`config.mk`:
```
export PLATFORM = sky130hd
export DESIGN_NAME = crank_deglitch
export DESIGN_NICKNAME = d
export VERILOG_FILES = /design/src/rtl/crank_pkg.sv /design/src/rtl/crank_cfg_reg.sv /design/src/rtl/crank_pulse_timer.sv /design/src/rtl/crank_edge_filter.sv /design/src/rtl/crank_deglitch.sv
export SDC_FILE = /design/constraint.sdc
export NUM_CORES = 1
export LEC_CHECK = 0
export BUFFER_PORTS_ARGS = -buffer_cell sky130_fd_sc_hd__buf_2
export CORE_ASPECT_RATIO = 1.2
export CORE_UTILIZATION = 60
export DETAILED_ROUTE_END_ITERATION = 12
export HOLD_SLACK_MARGIN = 0.06
export PLACE_DENSITY = 0.8
export SKIP_LAST_GASP = 1
export SYNTH_ARGS = -nofsm -noshare
export SYNTH_HDL_FRONTEND = slang
export SYNTH_SLANG_ARGS = --single-unit
```
`constraint.sdc`:
```
create_clock -name clk -period 3.9 [get_ports clk]
set_clock_uncertainty 0.05 [all_clocks]
set_input_delay 0.195 -clock clk [delete_from_list [all_inputs] [get_ports clk]]
set_output_delay 0.195 -clock clk [all_outputs]
set_load 0.01 [all_outputs]
```
`src/rtl/crank_pkg.sv`:
```
package crank_pkg;
  localparam int CFG_W      = 8;
  localparam int BIT_OFF    = 0;
  localparam int BIT_SEL_LO = 1;
  localparam int BIT_EN     = 3;

  typedef struct packed {
    logic filt_en;
    logic sel_low;
    logic cond_off;
  } cfg_t;
endpackage

```
`src/rtl/crank_cfg_reg.sv`:
```
module crank_cfg_reg
  import crank_pkg::*;
(
  input  logic             clk,
  input  logic             rst,
  input  logic             we,
  input  logic [CFG_W-1:0] wdata,
  output logic [CFG_W-1:0] rdata,
  output cfg_t             cfg
);
  localparam logic [CFG_W-1:0] WR_MASK =
    CFG_W'((1 << BIT_OFF) | (1 << BIT_SEL_LO) | (1 << BIT_EN));

  logic [CFG_W-1:0] reg_q;

  always_ff @(posedge clk) begin
    if (rst) reg_q <= '0;
    else if (we) reg_q <= wdata & WR_MASK;
  end

  assign rdata         = reg_q;
  assign cfg.filt_en   = reg_q[BIT_EN];
  assign cfg.sel_low   = reg_q[BIT_SEL_LO];
  assign cfg.cond_off  = reg_q[BIT_OFF];

  a_r2_readback: assert property (@(posedge clk) disable iff (rst)
    we |=> rdata == ($past(wdata) & WR_MASK));
endmodule

```
`src/rtl/crank_pulse_timer.sv`:
```
module crank_pulse_timer #(
  parameter int CNT_W = 20,
  parameter int RECIP = 656,
  parameter int SHIFT = 16,
  localparam int WIN_W = CNT_W - 6
) (
  input  logic             clk,
  input  logic             rst,
  input  logic             din,
  input  logic             off,
  input  logic             sel_low,
  output logic [CNT_W-1:0] ref_q,
  output logic [WIN_W-1:0] win
);
  localparam int PW = CNT_W + SHIFT;
  localparam logic [CNT_W-1:0] CMAX    = '1;
  localparam logic [PW-1:0]    RECIP_V = PW'(RECIP);

  logic             seen, lvl_q, sel_q, armed;
  logic [CNT_W-1:0] cnt;
  logic [PW-1:0]    prod;
  logic             lvl, lvl_start, lvl_end;

  assign lvl       = din ^ sel_low;
  assign lvl_start = seen && lvl && !lvl_q;
  assign lvl_end   = seen && lvl_q && !lvl;
  assign prod      = PW'(ref_q) * RECIP_V;

  always_ff @(posedge clk) begin
    if (rst || off) begin
      seen  <= 1'b0;
      lvl_q <= 1'b0;
      sel_q <= sel_low;
      armed <= 1'b0;
      cnt   <= '0;
      ref_q <= '0;
      win   <= '0;
    end else begin
      seen  <= 1'b1;
      lvl_q <= lvl;
      sel_q <= sel_low;
      if (sel_low != sel_q) begin
        armed <= 1'b0;
        cnt   <= '0;
      end else begin
        if (lvl_start) begin
          armed <= 1'b1;
          cnt   <= CNT_W'(1);
        end else if (lvl) begin
          if (cnt != CMAX) cnt <= cnt + 1'b1;
        end else begin
          cnt <= '0;
        end
        if (lvl_end && armed) ref_q <= cnt;
      end
      win <= WIN_W'(prod >> SHIFT);
    end
  end

  a_r6_saturate: assert property (@(posedge clk) disable iff (rst)
    (!off && cnt == CMAX && lvl && lvl_q && sel_low == sel_q) |=> cnt == CMAX);
  a_r4_latch: assert property (@(posedge clk) disable iff (rst)
    (!off && lvl_end && armed && sel_low == sel_q) |=> ref_q == $past(cnt));
  a_r11_cleared: assert property (@(posedge clk) disable iff (rst)
    off |=> (ref_q == '0 && win == '0));
endmodule

```
`src/rtl/crank_edge_filter.sv`:
```
module crank_edge_filter #(
  parameter int WIN_W = 14
) (
  input  logic             clk,
  input  logic             rst,
  input  logic             din,
  input  logic             en,
  input  logic             off,
  input  logic [WIN_W-1:0] win,
  output logic             dout
);
  logic [WIN_W-1:0] scnt;

  always_ff @(posedge clk) begin
    if (rst || off) begin
      dout <= 1'b0;
      scnt <= '0;
    end else if (!en) begin
      dout <= din;
      scnt <= '0;
    end else if (din == dout) begin
      scnt <= '0;
    end else if (scnt >= win) begin
      dout <= din;
      scnt <= '0;
    end else begin
      scnt <= scnt + 1'b1;
    end
  end

  a_r11_out_low: assert property (@(posedge clk) disable iff (rst)
    off |=> !dout);
  a_r3_bypass: assert property (@(posedge clk) disable iff (rst)
    (!off && !en) |=> dout == $past(din));
  a_r8_hold: assert property (@(posedge clk) disable iff (rst)
    (!off && en && scnt < win) |=> $stable(dout));
  a_r9_no_spurious: assert property (@(posedge clk) disable iff (rst)
    (!off && din == dout) |=> $stable(dout));
endmodule

```
`src/rtl/crank_deglitch.sv`:
```
module crank_deglitch
  import crank_pkg::*;
#(
  parameter int CNT_W = 20,
  parameter int RECIP = 656,
  parameter int SHIFT = 16
) (
  input  logic             clk,
  input  logic             rst,
  input  logic             din,
  input  logic             cfg_we,
  input  logic [7:0]       cfg_wdata,
  output logic [7:0]       cfg_rdata,
  output logic             dout,
  output logic [CNT_W-1:0] ref_count
);
  localparam int WIN_W = CNT_W - 6;

  cfg_t             cfg;
  logic [WIN_W-1:0] win;

  crank_cfg_reg u_cfg (
    .clk(clk), .rst(rst), .we(cfg_we), .wdata(cfg_wdata),
    .rdata(cfg_rdata), .cfg(cfg)
  );

  crank_pulse_timer #(.CNT_W(CNT_W), .RECIP(RECIP), .SHIFT(SHIFT)) u_tmr (
    .clk(clk), .rst(rst), .din(din), .off(cfg.cond_off),
    .sel_low(cfg.sel_low), .ref_q(ref_count), .win(win)
  );

  crank_edge_filter #(.WIN_W(WIN_W)) u_flt (
    .clk(clk), .rst(rst), .din(din), .en(cfg.filt_en),
    .off(cfg.cond_off), .win(win), .dout(dout)
  );

  a_r1_reset_out: assert property (@(posedge clk)
    rst |=> (!dout && ref_count == '0 && cfg_rdata == 8'h00));
endmodule

```
# Yosys cells after proc, flatten, opt, wreduce, memory -nomap -nowiden
# Index checks and enable logic that the tools add are counted.
# word_totals
regBits	76
input_bits	12
output_inout_bits	29
word_cells	45
# op_classes
n_addsub	2
multipliers	1
order_cmp	1
eq_ne	6
muxes	7
bitwise	4
n_reduce_logical	13
# op_table
operator	count
20-bit by 6-bit multiplier with 26-bit output, second input constant	1
20-bit by 1-bit adder with 20-bit output, second input constant	1
20-bit inequality test, second input constant	1
14-bit by 1-bit adder with 14-bit output, second input constant	1
14-bit greater-or-equal comparator	1
4-bit OR reduction	2
1-bit two-way mux	7
1-bit logical AND	5
2-bit AND reduction	2
3-bit inequality test, second input constant	1
1-bit inverter	3
1-bit logical NOT	2
2-bit by 1-bit inequality test with 1-bit output, second input constant	1
2-bit inequality test, second input constant	1
2-bit OR reduction	1
1-bit equality test	1
1-bit logical OR	1
1-bit inequality test	1
1-bit bitwise XOR	1

# Depth between registers and ports, before layout
# Gate-level depths: netlist of run 1.
# depth
depth_word	5
depth_mapped	13
depth_no_buf	12

# Cells and area by module
# A second synthesis of run 1 with hierarchy kept.
# hier_totals
hier_cells	556
area_unflattened_um2	5111.2
# modules_own_cells
module	instances	cells_each	area_per_inst_um2	seq_area_each_um2
crank_pulse_timer	1	417	3905.0	1161.1
crank_edge_filter	1	121	1041.0	300.3
crank_cfg_reg	1	18	165.2	60.1

# Least setup slack after synthesis of run 1
# OpenSTA, ideal clock, no wires.
# synth_path
path_type	reg2reg
startpoint	register u_tmr.ref_q[3]
endpoint	register u_tmr.win[10]
setup_ns	0.132
arrival_time_ns	3.024
required_ns	3.718
setup_slack_ns	0.694
path_stages_with_launch	13
path_buffers	0
synth_period_minus_slack_ns	3.206
path_cell_list	dfxtp_1 ha_1 inv_1 fa_1 inv_1 ha_1 ha_1 and4_1 a211o_1 a21bo_2 a2111oi_4 or3_1 a21oi_1
# synth_via
elab_chain_cells	1
# synth_lines
element	line	rtl
from (decl)	crank_pulse_timer.sv:12	output logic [CNT_W-1:0] ref_q,
from (signal assigned)	crank_pulse_timer.sv:54	if (lvl_end && armed) ref_q <= cnt;
20-bit by 6-bit multiplier with 26-bit output	crank_pulse_timer.sv:27	assign prod = PW'(ref_q) * RECIP_V;
to (signal assigned)	crank_pulse_timer.sv:56	win <= WIN_W'(prod >> SHIFT);
to (decl)	crank_pulse_timer.sv:13	output logic [WIN_W-1:0] win
# Every way passes these cells.
# A chain may end at the register's enable or synchronous reset.

# Final worst setup path of run 1
# Ends and elaborated chain as after synthesis.

==> summary.txt, run 1 <==
Setup path
  – R2r endpoint: u_tmr.win[10]$_SDFF_PN0_
  – Crit-path cells: ha_1 -> inv_1 -> fa_1 -> inv_1 -> ha_1 -> ha_1 -> and4_1 -> a211o_1 -> a21bo_2 -> a2111oi_4 -> or3_1 -> a21oi_1
  – Worst Path Arrival: 3650 ps
  – Worst setup EP type: flop
  – Slowest Stage Delay on Critical Path: 510 ps
  – Worst Setup SP: u_tmr.ref_q[3]$_SDFFE_PN0P_
  – Critical path type: flop to flop
  – CP required: 4060 ps
  – Max Fanout on Critical Path: 5
  – Slowest CP cell: fa_1
  – R2R cell count: 12
  – Most used cell, CP: ha_1
  – Reg-to-Reg Start: u_tmr.ref_q[3]$_SDFFE_PN0P_
  – CP Launch Type: flop
  – Flop2flop setup slack: 410 ps

Die
  – Die Ht: 103.4 um
  – Chip Width: 86.47 um
  – Die ar.: 0.008938 mm2
  – Placeable Area: 0.008198 mm2
  – I/O pins: 41
  – FP Rows: 36
  – Initial Util: 0.6267

Yosys
  – Largest cells by area after synthesis: dfxtp_1, ha_1, nor2_1, fa_1, mux2i_1
  – Synth area leader: dfxtp_1
  – Post-synth top area share: 0.2962
  – Synthesized area: 0.005137 mm2
  – Post-synth EDFFs: 0
  – Ys flop type: dfxtp_1
  – Yosys cell types: 55
  – FFs w/ async S/R, synth: 0
  – Gate count of the mapped netlist: 568
  – Post-synthesis sequential area ratio: 0.2962
  – Synth Register Bits: 76
  – Warnings, synthesis: 0
  – Syn Area/Cell: 9.045 um2

Place
  – PortBufs: 30
  – Final HPWL DP: 8.343 mm
  – Routability Congestion: 0.8398

Cells and area
  – P&R area growth vs syn: 9.206%
  – Most common cell after layout, fill and taps aside: ha_1
  – Nets@finish: 697
  – Most frequent cells in the layout: ha_1, nor2_1, dfxtp_1, inv_1, buf_2
  – Core Util, Final: 0.6844
  – Proportion of layout cells with a drive suffix above 1: 0.09715
  – Antenna diodes: 0

Detailed routing
  – WL final: 11.04 mm
  – First drt pass iteration count: 4
  – DRC violations left: 0
  – Via count: 4111
  – Post-DRT Antenna Nets: 0
  – WL per Instance: 15.53 um
  – Routed vias/inst: 5.782
  – DRT iter0 DRCs: 265

Timing
  – Final hold vios: 0
  – Setup violators final: 0
  – Final count of pins violating max slew: 0
  – Worst-Margin Slew: 1025 ps
  – Post-route clock period utilization: 0.8957
  – Unrepaired setup endpoints after global routing: no
  – Fmax: 286.3 MHz
  – Slew headroom: 0.3135
  – Setup_tns: 0 ps
  – Minimum clock period after layout: 3493 ps

Power
  – Sw power: 0.0003410 W
  – Clock power frac: 0.478
  – Internal: 0.001259 W
  – Leak Pwr: 2.647 nW
  – Peak VDD IR: 199.1 uV
  – Pwr dens: 285.2 mW/mm2
  – Comb power frac: 0.029
  – Sequential power share: 0.493
  – Sw frac: 0.2131

Global routing
  – Grt total ovfl: 0
  – Vias in the first global route: 3992
  – Largest net degree at the start of global routing: 41
  – Global-route wire length before repair: 18.02 mm
  – Antenna violations before repair: 0
  – GRT Overall Usage: 0.2613

CTS
  – Root Buffer: clkbuf_8
  – Reg clk slew, reported paths: 80 ps
  – TritonCTS buffer count: 9
  – H-Tree Depth: 3
  – Clock sink count: 76
  – Post-CTS setup buffers: 0
  – Skew-Pair Late Insertion Delay: 360 ps
  – Maximum clock path buffer count: 2
  – CTS tree: yes

Outcome
  – Outcome: complete, no violations

Job
  – Max-Cap Viols: 0

Min path
  – Hold Crit Class: primary input to flop
  – Worst Hold End: u_cfg.rdata[1]$_SDFFE_PP0P_
  – Hold depth: 3
  – HP Start: cfg_we
worst max-delay path, delay by kind of cell (launching register included):
family / cells / cell delay (ps)
flops: 1 / 360
compound gates: 4 / 1060
buf+inv: 2 / 100
simple gates: 2 / 370
fa+ha+maj: 4 / 1380
synth_stat cells, drive strengths merged (3+ instances only):
library cell / count
nor3: 13
a21o: 11
and4: 6
o21ai: 8
a211oi: 7
buf: 15
o211ai: 8
and2: 3
inv: 39
o2111ai: 3
a21oi: 26
a31oi: 8
a211o: 3
nor2: 76
fa: 14
o21a: 5
mux2i: 20
and3: 16
dfxtp: 76
xor2: 16
clkbuf: 12
nand3: 20
nand4: 12
or3: 3
xnor2: 17
a21boi: 3
ha: 79
nand2: 23
nor2b: 3
what timing repair did:
action	4_1_cts	5_1_grt
hold buffers	4	0
hold endpoints to repair	3	0
resized for setup	0	0
sequential cells by signal, summed over array words and instances (netlist names), 3 cells and up:
register / cells
u_flt.scnt: 14
u_tmr.win: 14
u_tmr.cnt: 20
u_tmr.ref_q: 20
u_cfg.rdata: 3
through the flow:
| stage | std cells | power (W) | instance area [um2] | hold slack [ps] | setup slack (ps) |
|---|---|---|---|---|---|
| detailed placement | 691 | 0.0008491 | 5311 | 354.1 | 466.8 |
| finish | 711 | 0.001600 | 5610 | 101.9 | 406.6 |
| floorplan | 572 | 0.0008412 | 5152 | 217.4 | 693.8 |
| CTS | 711 | 0.001606 | 5610 | 98.38 | 439.5 |
| global route | 711 | 0.001646 | 5610 | 108.7 | 299.3 |
| global placement | 691 | 0.0008466 | 5311 | 345.2 | 543.6 |
cell families (layout without fill, tap and decap cells):
family / after synthesis / after routing / synth area share
muxes: 20 / 20 / 0.03897
and+or+nand+nor: 182 / 182 / 0.1693
other: 1 / 5 / 0.0007299
adders and majority gates: 93 / 93 / 0.2470
buffers and inverters: 67 / 92 / 0.05821
AOI/OAI and AO/OA: 96 / 96 / 0.1335
xor gates and xnor gates: 33 / 33 / 0.05626
DFF: 76 / 76 / 0.2962
area by class of cell:
cell class,count,area [um2]
sequential,76,1521
inverter,40,150.1
multi-input combinational,429,3332
tap,114,142.6
clock buffer,11,151.4
fill,694,2587
timing repair buffer,36,205.2
clock inverter,5,107.6
how the worst max path moves through the flow:
stage                                     endpoint
after global routing       u_tmr.win[9]$_SDFF_PN0_
after detailed placement   u_tmr.win[9]$_SDFF_PN0_
after floorplan           u_tmr.win[10]$_SDFF_PN0_
final                     u_tmr.win[10]$_SDFF_PN0_
after CTS                 u_tmr.win[10]$_SDFF_PN0_
after global placement    u_tmr.win[10]$_SDFF_PN0_
per-layer routing:
layer / track usage / vias to the layer above / wire length (um) / share of wire
met3: 0.04603 / 33 / 254 / 0.023
met1: 0.2837 / 1950 / 4612 / 0.42
met5: 0 / - / 0 / 0
met4: 0.1244 / 0 / 356 / 0.032
met2: 0.4927 / 84 / 5821 / 0.53
li1: - / 2044 / - / -
power groups by stage:
stage	logic [W]	clock network (W)	registers, W
2_1_floorplan	0.0000372	0	0.000804
3_3_place_gp	0.0000405	0	0.000806
3_5_place_dp	0.0000426	0	0.000807
4_1_cts	0.0000464	0.000771	0.000789
5_1_grt	0.0000522	0.000804	0.000790
6_report	0.0000471	0.000764	0.000789
Note: power is estimated with default switching activity, not from simulation.
==> run 2: changes to the inputs <==
- CORE_UTILIZATION: 60 -> 61
- PLACE_DENSITY: 0.8 -> 0.81
==> run 2 against run 1 <==
Against the previous run: sequential power hardly changed; largest power group unchanged; via count is 2.3% lower; sequential share of layout area is 0.34 points higher; utilization is 0.47 points lower; worst hold slack better by 15 ps.
==> summary.txt, run 2 (synthesis gave the netlist of run 1 again) <==
Outcome
  – Outcome: complete, no violations (unchanged)

Cells and area
  – Most frequent cells in the layout: ha_1, nor2_1, dfxtp_1, inv_1, buf_2 (unchanged)
  – Antenna diodes: 0 (unchanged)
  – Largest registers: u_tmr.cnt: 20 flops, u_tmr.ref_q: 20 flops (unchanged)
  – Proportion of layout cells with a drive suffix above 1: 0.09564 (was 0.09715)
  – P&R area growth vs syn: 7.866% (was 9.206%)
  – Finished Layout Cells: 710 (was 711)
  – Filler cell count: 633 (was 694)
  – Most common cell after layout, fill and taps aside: ha_1 (unchanged)
  – Nets@finish: 697 (unchanged)

Setup path
  – Worst Path Arrival: 3650 ps (about the same)
  – Most used cell, CP: ha_1 (unchanged)
  – CP Launch Type: flop (unchanged)
  – Worst setup EP type: flop (unchanged)
  – Crit path buf inv count: 2 (unchanged)
  – Max Fanout on Critical Path: 6 (was 5)
  – CP required: 4120 ps (was 4060 ps)
  – CP delay by family, top: adder cells (unchanged)
  – Crit-path cells: ha_1 -> inv_1 -> fa_1 -> inv_1 -> ha_1 -> ha_1 -> and2_1 -> nand3_1 -> o221ai_1 -> a2111oi_4 -> or3_1 -> a21oi_1 (was ha_1 -> inv_1 -> fa_1 -> inv_1 -> ha_1 -> ha_1 -> and4_1 -> a211o_1 -> a21bo_2 -> a2111oi_4 -> or3_1 -> a21oi_1)
  – Slowest CP cell: fa_1 (unchanged)
  – Slowest Stage Delay on Critical Path: 490 ps (was 510 ps)
  – Critical path type: flop to flop (unchanged)
  – WP depth: 12 (unchanged)
  – R2R cell count: 12 (unchanged)

Global routing
  – Largest net degree at the start of global routing: 41 (unchanged)
  – M1 GR Usage: 0.2771 (was 0.2837)
  – Gr busiest metal: met2 (unchanged)
  – Global-route wire length before repair: 17.19 mm (was 18.02 mm)
  – Antenna violations before repair: 0 (unchanged)
  – Grt total ovfl: 0 (unchanged)
  – Met2 usage: 0.4572 (was 0.4927)
  – GRT Overall Usage: 0.2445 (was 0.2613)
  – Vias in the first global route: 3957 (was 3992)
  – Met3 usage: 0.03283 (was 0.04603)

Timing
  – Final hold vios: 0 (unchanged)
  – Hold_ws: 116.5 ps (was 101.9 ps)
  – Post-route clock period utilization: 0.8815 (was 0.8957)
  – Final count of pins violating max slew: 0 (unchanged)
  – Setup ws final: 462.3 ps (was 406.6 ps)
  – Minimum clock period after layout: 3438 ps (was 3493 ps)
  – Unrepaired setup endpoints after global routing: no (unchanged)
  – Slew headroom: 0.3022 (was 0.3135)
  – Setup violators final: 0 (unchanged)
  – Setup_tns: 0 ps (unchanged)
  – Fmax: 290.9 MHz (was 286.3 MHz)
  – Worst-Margin Slew: 1042 ps (was 1025 ps)

Detailed routing
  – First drt pass iteration count: 4 (unchanged)
  – Via count: 4018 (was 4111)
  – WL per Instance: 14.38 um (was 15.53 um)
  – Routed vias/inst: 5.659 (was 5.782)
  – DRC violations left: 0 (unchanged)
  – WL final: 10.21 mm (was 11.04 mm)
  – Post-DRT Antenna Nets: 0 (unchanged)
  – DRT iter0 DRCs: 225 (was 265)

Place
  – Final HPWL DP: 7.804 mm (was 8.343 mm)
  – Post-Place Cells: 691 (unchanged)
  – Routability Congestion: 0.8464 (was 0.8398)
  – Pre-CTS WS: 507.8 ps (was 466.8 ps)
  – PortBufs: 30 (unchanged)

Power
  – Leak Pwr: 2.615 nW (was 2.647 nW)
  – Peak VDD IR: 161.1 uV (was 199.1 uV)
  – Pwr dens: 254.4 mW/mm2 (was 285.2 mW/mm2)

Die
  – I/O pins: 41 (unchanged)
  – FP Rows: 36 (unchanged)
  – Initial Util: 0.6301 (was 0.6267)
  – Chip Width: 85.78 um (was 86.47 um)
  – Die ar.: 0.008795 mm2 (was 0.008938 mm2)
  – Die Ht: 102.5 um (was 103.4 um)
  – Placeable Area: 0.008153 mm2 (was 0.008198 mm2)

Job
  – Max-Cap Viols: 0 (unchanged)

CTS
  – Maximum clock path buffer count: 2 (unchanged)
  – CTS tree: yes (unchanged)
  – Skew-Pair Late Insertion Delay: 340 ps (was 360 ps)
  – Root Buffer: clkbuf_8 (unchanged)
  – Reg clk slew, reported paths: 70 ps (was 80 ps)
  – TritonCTS buffer count: 9 (unchanged)
  – Post-CTS setup buffers: 0 (unchanged)
  – Clock sink count: 76 (unchanged)
  – Post-CTS sizing: 0 (unchanged)
  – H-Tree Depth: 3 (unchanged)

Min path
  – Hold depth: 3 (unchanged)
  – Hold Crit Class: primary input to flop (unchanged)
==> run 2: routing by layer <==
layer	share of wire	wire (um)
met1	0.43	4357
met2	0.52	5261
met3	0.030	306
met4	0.028	284
met5	0	0
==> run 2: final cells by class <==
cell class              count  area, um2  area share
well taps                 114      142.6     0.02574
clock buffers              10      137.6     0.02484
inverters                  40      150.1     0.02709
repair buffers             36      205.2     0.03703
clock inverters             5      52.55    0.009483
multi-input cells         429       3332      0.6013
flip-flops and latches     76       1521      0.2746
==> run 2: worst paths after layout <==
check	from	endpoint	slack, ps
worst max-delay path	u_tmr.ref_q[11]$_SDFFE_PN0P_	u_tmr.win[10]$_SDFF_PN0_	460
worst max register to register	u_tmr.ref_q[11]$_SDFFE_PN0P_	u_tmr.win[10]$_SDFF_PN0_	460
worst min register to register	u_cfg.rdata[1]$_SDFFE_PP0P_	u_tmr.sel_q$_DFF_P_	440
worst min-delay path	cfg_we	u_cfg.rdata[1]$_SDFFE_PP0P_	120
==> run 2: timing repair <==
action | 4_1_cts | 5_1_grt
endpoints found under the setup margin | 0 | 0
hold endpoints to repair | 3 | 0
hold buffers | 4 | 0
==> run 2: worst min-delay path, cell delays in order <==
cell and delay [ps]:
buf_2 120, mux2i_1 70, nor2_1 80
==> run 2: metrics by stage <==
stage / utilization / total power [W] / cell area, um2
global placement: 0.6515 / 0.0008465 / 5311
CTS: 0.6797 / 0.001422 / 5542
global route: 0.6797 / 0.001464 / 5542
detailed placement: 0.6515 / 0.0008487 / 5311
finish: 0.6797 / 0.001410 / 5542
floorplan: - / 0.0008412 / 5152
==> run 2: where the power goes <==
| part | internal (W) | switching [W] | total, W |
|---|---|---|---|
| logic | 0.0000158 | 0.0000296 | 0.0000454 |
| clock network | 0.000306 | 0.000270 | 0.000575 |
| registers | 0.000782 | 0.00000735 | 0.000789 |
==> run 3: changes to the inputs <==
- BUFFER_PORTS_ARGS: -buffer_cell sky130_fd_sc_hd__buf_2 -> -buffer_cell sky130_fd_sc_hd__clkbuf_2
- SKIP_CTS_REPAIR_TIMING: not set -> 1
==> run 3 against run 2 <==
Against the previous run: via count increased by 0.92%; non-clock buffer count unchanged; sequential share of layout area decreased by 0.17 points; routed wire length increased by 2.8%; global-route usage increased by 0.37 points; flip-flop and latch count unchanged; first-iteration DRC count increased by 15%; final cell count increased by 0.14%; largest cell class unchanged; highest routed layer unchanged.
==> summary.txt, run 3 (synthesis gave the netlist of run 1 again) <==
Cells and area
  – Design area: 0.005577 mm2 (was 0.005542 mm2)
  – Proportion of layout cells with a drive suffix above 1: 0.09548 (was 0.09564)
  – Reg area: 0.001521 mm2 (unchanged)
  – Filler cell count: 660 (was 633)
  – Most frequent cells in the layout: ha_1, nor2_1, dfxtp_1, inv_1, clkbuf_2 (was ha_1, nor2_1, dfxtp_1, inv_1, buf_2)
  – Core Util, Final: 0.6840 (was 0.6797)
  – Most common cell after layout, fill and taps aside: ha_1 (unchanged)
  – Finished Layout Cells: 711 (was 710)
  – P&R area growth vs syn: 8.549% (was 7.866%)
  – Antenna diodes: 0 (unchanged)
  – Largest registers: u_tmr.cnt: 20 flops, u_tmr.ref_q: 20 flops (unchanged)
  – Multi-input gate area: 0.003332 mm2 (unchanged)
  – Nets@finish: 697 (unchanged)

Timing
  – Setup_tns: 0 ps (unchanged)
  – Slew headroom: 0.3125 (was 0.3022)
  – Setup ws final: 429.0 ps (was 462.3 ps)
  – Setup violators final: 0 (unchanged)
  – Minimum clock period after layout: 3471 ps (was 3438 ps)
  – Post-route clock period utilization: 0.8900 (was 0.8815)
  – Fmax: 288.1 MHz (was 290.9 MHz)
  – Final count of pins violating max slew: 0 (unchanged)
  – Final hold vios: 0 (unchanged)
  – Unrepaired setup endpoints after global routing: no (unchanged)
  – Worst-Margin Slew: 1027 ps (was 1042 ps)

Global routing
  – Grt total ovfl: 0 (unchanged)
  – Antenna violations before repair: 0 (unchanged)
  – Global-route wire length before repair: 17.37 mm (was 17.19 mm)
  – Largest net degree at the start of global routing: 41 (unchanged)
  – GRT Overall Usage: 0.2482 (was 0.2445)
  – Vias in the first global route: 3949 (was 3957)

Setup path
  – Most used cell, CP: ha_1 (unchanged)
  – R2r endpoint: u_tmr.win[10]$_SDFF_PN0_ (unchanged)
  – Reg-to-Reg Start: u_tmr.ref_q[4]$_SDFFE_PN0P_ (was u_tmr.ref_q[11]$_SDFFE_PN0P_)
  – Flop2flop setup slack: 430 ps (was 460 ps)
  – Critical path type: flop to flop (unchanged)
  – Worst setup EP type: flop (unchanged)
  – Crit-path cells: ha_1 -> fa_1 -> ha_1 -> ha_1 -> a211o_1 -> a211o_1 -> a21bo_2 -> a2111oi_4 -> or3_1 -> a21oi_1 (was ha_1 -> inv_1 -> fa_1 -> inv_1 -> ha_1 -> ha_1 -> and2_1 -> nand3_1 -> o221ai_1 -> a2111oi_4 -> or3_1 -> a21oi_1)
  – Max Fanout on Critical Path: 5 (was 6)
  – Worst Setup SP: u_tmr.ref_q[4]$_SDFFE_PN0P_ (was u_tmr.ref_q[11]$_SDFFE_PN0P_)
  – Slowest Stage Delay on Critical Path: 480 ps (was 490 ps)
  – Worst Path Arrival: 3640 ps (was 3650 ps)
  – CP Launch Type: flop (unchanged)
  – CP required: 4070 ps (was 4120 ps)
  – Slowest CP cell: fa_1 (unchanged)
  – R2R cell count: 10 (was 12)

Power
  – Sw frac: 0.2188 (was 0.2175)
  – Comb power frac: 0.030 (was 0.032)
  – Internal: 0.001177 W (was 0.001103 W)
  – Pwr dens: 270.2 mW/mm2 (was 254.4 mW/mm2)
  – Clock power frac: 0.446 (was 0.408)
  – Sw power: 0.0003298 W (was 0.0003066 W)
  – Leak Pwr: 2.604 nW (was 2.615 nW)
  – Sequential power share: 0.523 (was 0.560)
  – Peak VDD IR: 254.5 uV (was 161.1 uV)

Die
  – Chip Width: 85.78 um (unchanged)
  – FP Rows: 36 (unchanged)
  – Initial Util: 0.6301 (unchanged)
  – I/O pins: 41 (unchanged)
  – Die Ht: 102.5 um (unchanged)
  – Die ar.: 0.008795 mm2 (unchanged)
  – Placeable Area: 0.008153 mm2 (unchanged)

Detailed routing
  – Post-DRT Antenna Nets: 0 (unchanged)
  – DRT iter0 DRCs: 258 (was 225)
  – WL final: 10.50 mm (was 10.21 mm)
  – First drt pass iteration count: 5 (was 4)
  – DRC violations left: 0 (unchanged)
  – Routed vias/inst: 5.703 (was 5.659)
  – Via count: 4055 (was 4018)
  – WL per Instance: 14.76 um (was 14.38 um)

CTS
  – Maximum clock path buffer count: 2 (unchanged)
  – Root Buffer: clkbuf_8 (unchanged)
  – Skew-Pair Late Insertion Delay: 360 ps (was 340 ps)
  – Clock sink count: 76 (unchanged)
  – TritonCTS buffer count: 9 (unchanged)
  – CTS tree: yes (unchanged)
  – H-Tree Depth: 3 (unchanged)
  – Reg clk slew, reported paths: 80 ps (was 70 ps)

Min path
  – HP Start: cfg_we (unchanged)
  – Hold depth: 3 (unchanged)
  – Hold Crit Class: primary input to flop (unchanged)
  – Worst Hold End: u_cfg.rdata[1]$_SDFFE_PP0P_ (unchanged)

Outcome
  – Outcome: complete, no violations (unchanged)

Place
  – Post-Place Cells: 691 (unchanged)
  – Routability Congestion: 0.8553 (was 0.8464)
  – Final HPWL DP: 7.989 mm (was 7.804 mm)
  – PortBufs: 30 (unchanged)
  – Pre-CTS WS: 469.5 ps (was 507.8 ps)
  – Post-DP Area: 0.005311 mm2 (unchanged)

Job
  – Max-Cap Viols: 0 (unchanged)
[run 3: power groups by stage]
| stage | clock [W] | combinational [W] | sequential [W] |
|---|---|---|---|
| 2_1_floorplan | 0 | 0.0000372 | 0.000804 |
| 3_3_place_gp | 0 | 0.0000403 | 0.000806 |
| 3_5_place_dp | 0 | 0.0000425 | 0.000807 |
| 4_1_cts | 0.000685 | 0.0000424 | 0.000789 |
| 5_1_grt | 0.000718 | 0.0000505 | 0.000790 |
| 6_report | 0.000672 | 0.0000457 | 0.000789 |
[run 3: cell type report]
cell class / instances / area share
Clock buffer: 11 / 0.02535
Clock inverter: 5 / 0.01503
Inverter: 40 / 0.02692
Multi-Input combinational cell: 429 / 0.5975
Sequential cell: 76 / 0.2728
Tap cell: 114 / 0.02558
Timing Repair Buffer: 36 / 0.03680
[run 3: through the flow]
| stage | power (W) | hold WS, ps |
|---|---|---|
| 5_1_grt | 0.001558 | 125.2 |
| 4_1_cts | 0.001516 | -26.33 |
| 2_1_floorplan | 0.0008412 | 217.4 |
| 3_3_place_gp | 0.0008465 | 349.5 |
| 3_5_place_dp | 0.0008493 | 363.9 |
| 6_report | 0.001507 | 104.1 |
[run 3: worst max-delay path by stage]
stage	slack (ps)	cells past startpoint	endpoint
2_1_floorplan	690	12	u_tmr.win[10]$_SDFF_PN0_
3_3_place_gp	530	10	u_tmr.win[10]$_SDFF_PN0_
5_1_grt	300	10	u_tmr.win[10]$_SDFF_PN0_
4_1_cts	450	10	u_tmr.win[10]$_SDFF_PN0_
6_report	430	10	u_tmr.win[10]$_SDFF_PN0_
3_5_place_dp	470	10	u_tmr.win[10]$_SDFF_PN0_
[run 3: routing by layer]
| metal | GRT usage | up-vias | part of all wire |
|---|---|---|---|
| met3 | 0.04564 | 29 | 0.025 |
| met5 | 0 | - | 0 |
| li1 | - | 2048 | - |
| met2 | 0.4560 | 86 | 0.52 |
| met4 | 0.1282 | 0 | 0.035 |
| met1 | 0.2748 | 1892 | 0.42 |
[run 3: critical path, delay by kind of cell, from the launching register on]
family / cells / cell delay [ps]
adder cells (fa/ha/maj): 4 / 1430
AO/OA/AOI/OAI: 5 / 1260
flip-flops: 1 / 450
AND/OR/NAND/NOR: 1 / 160
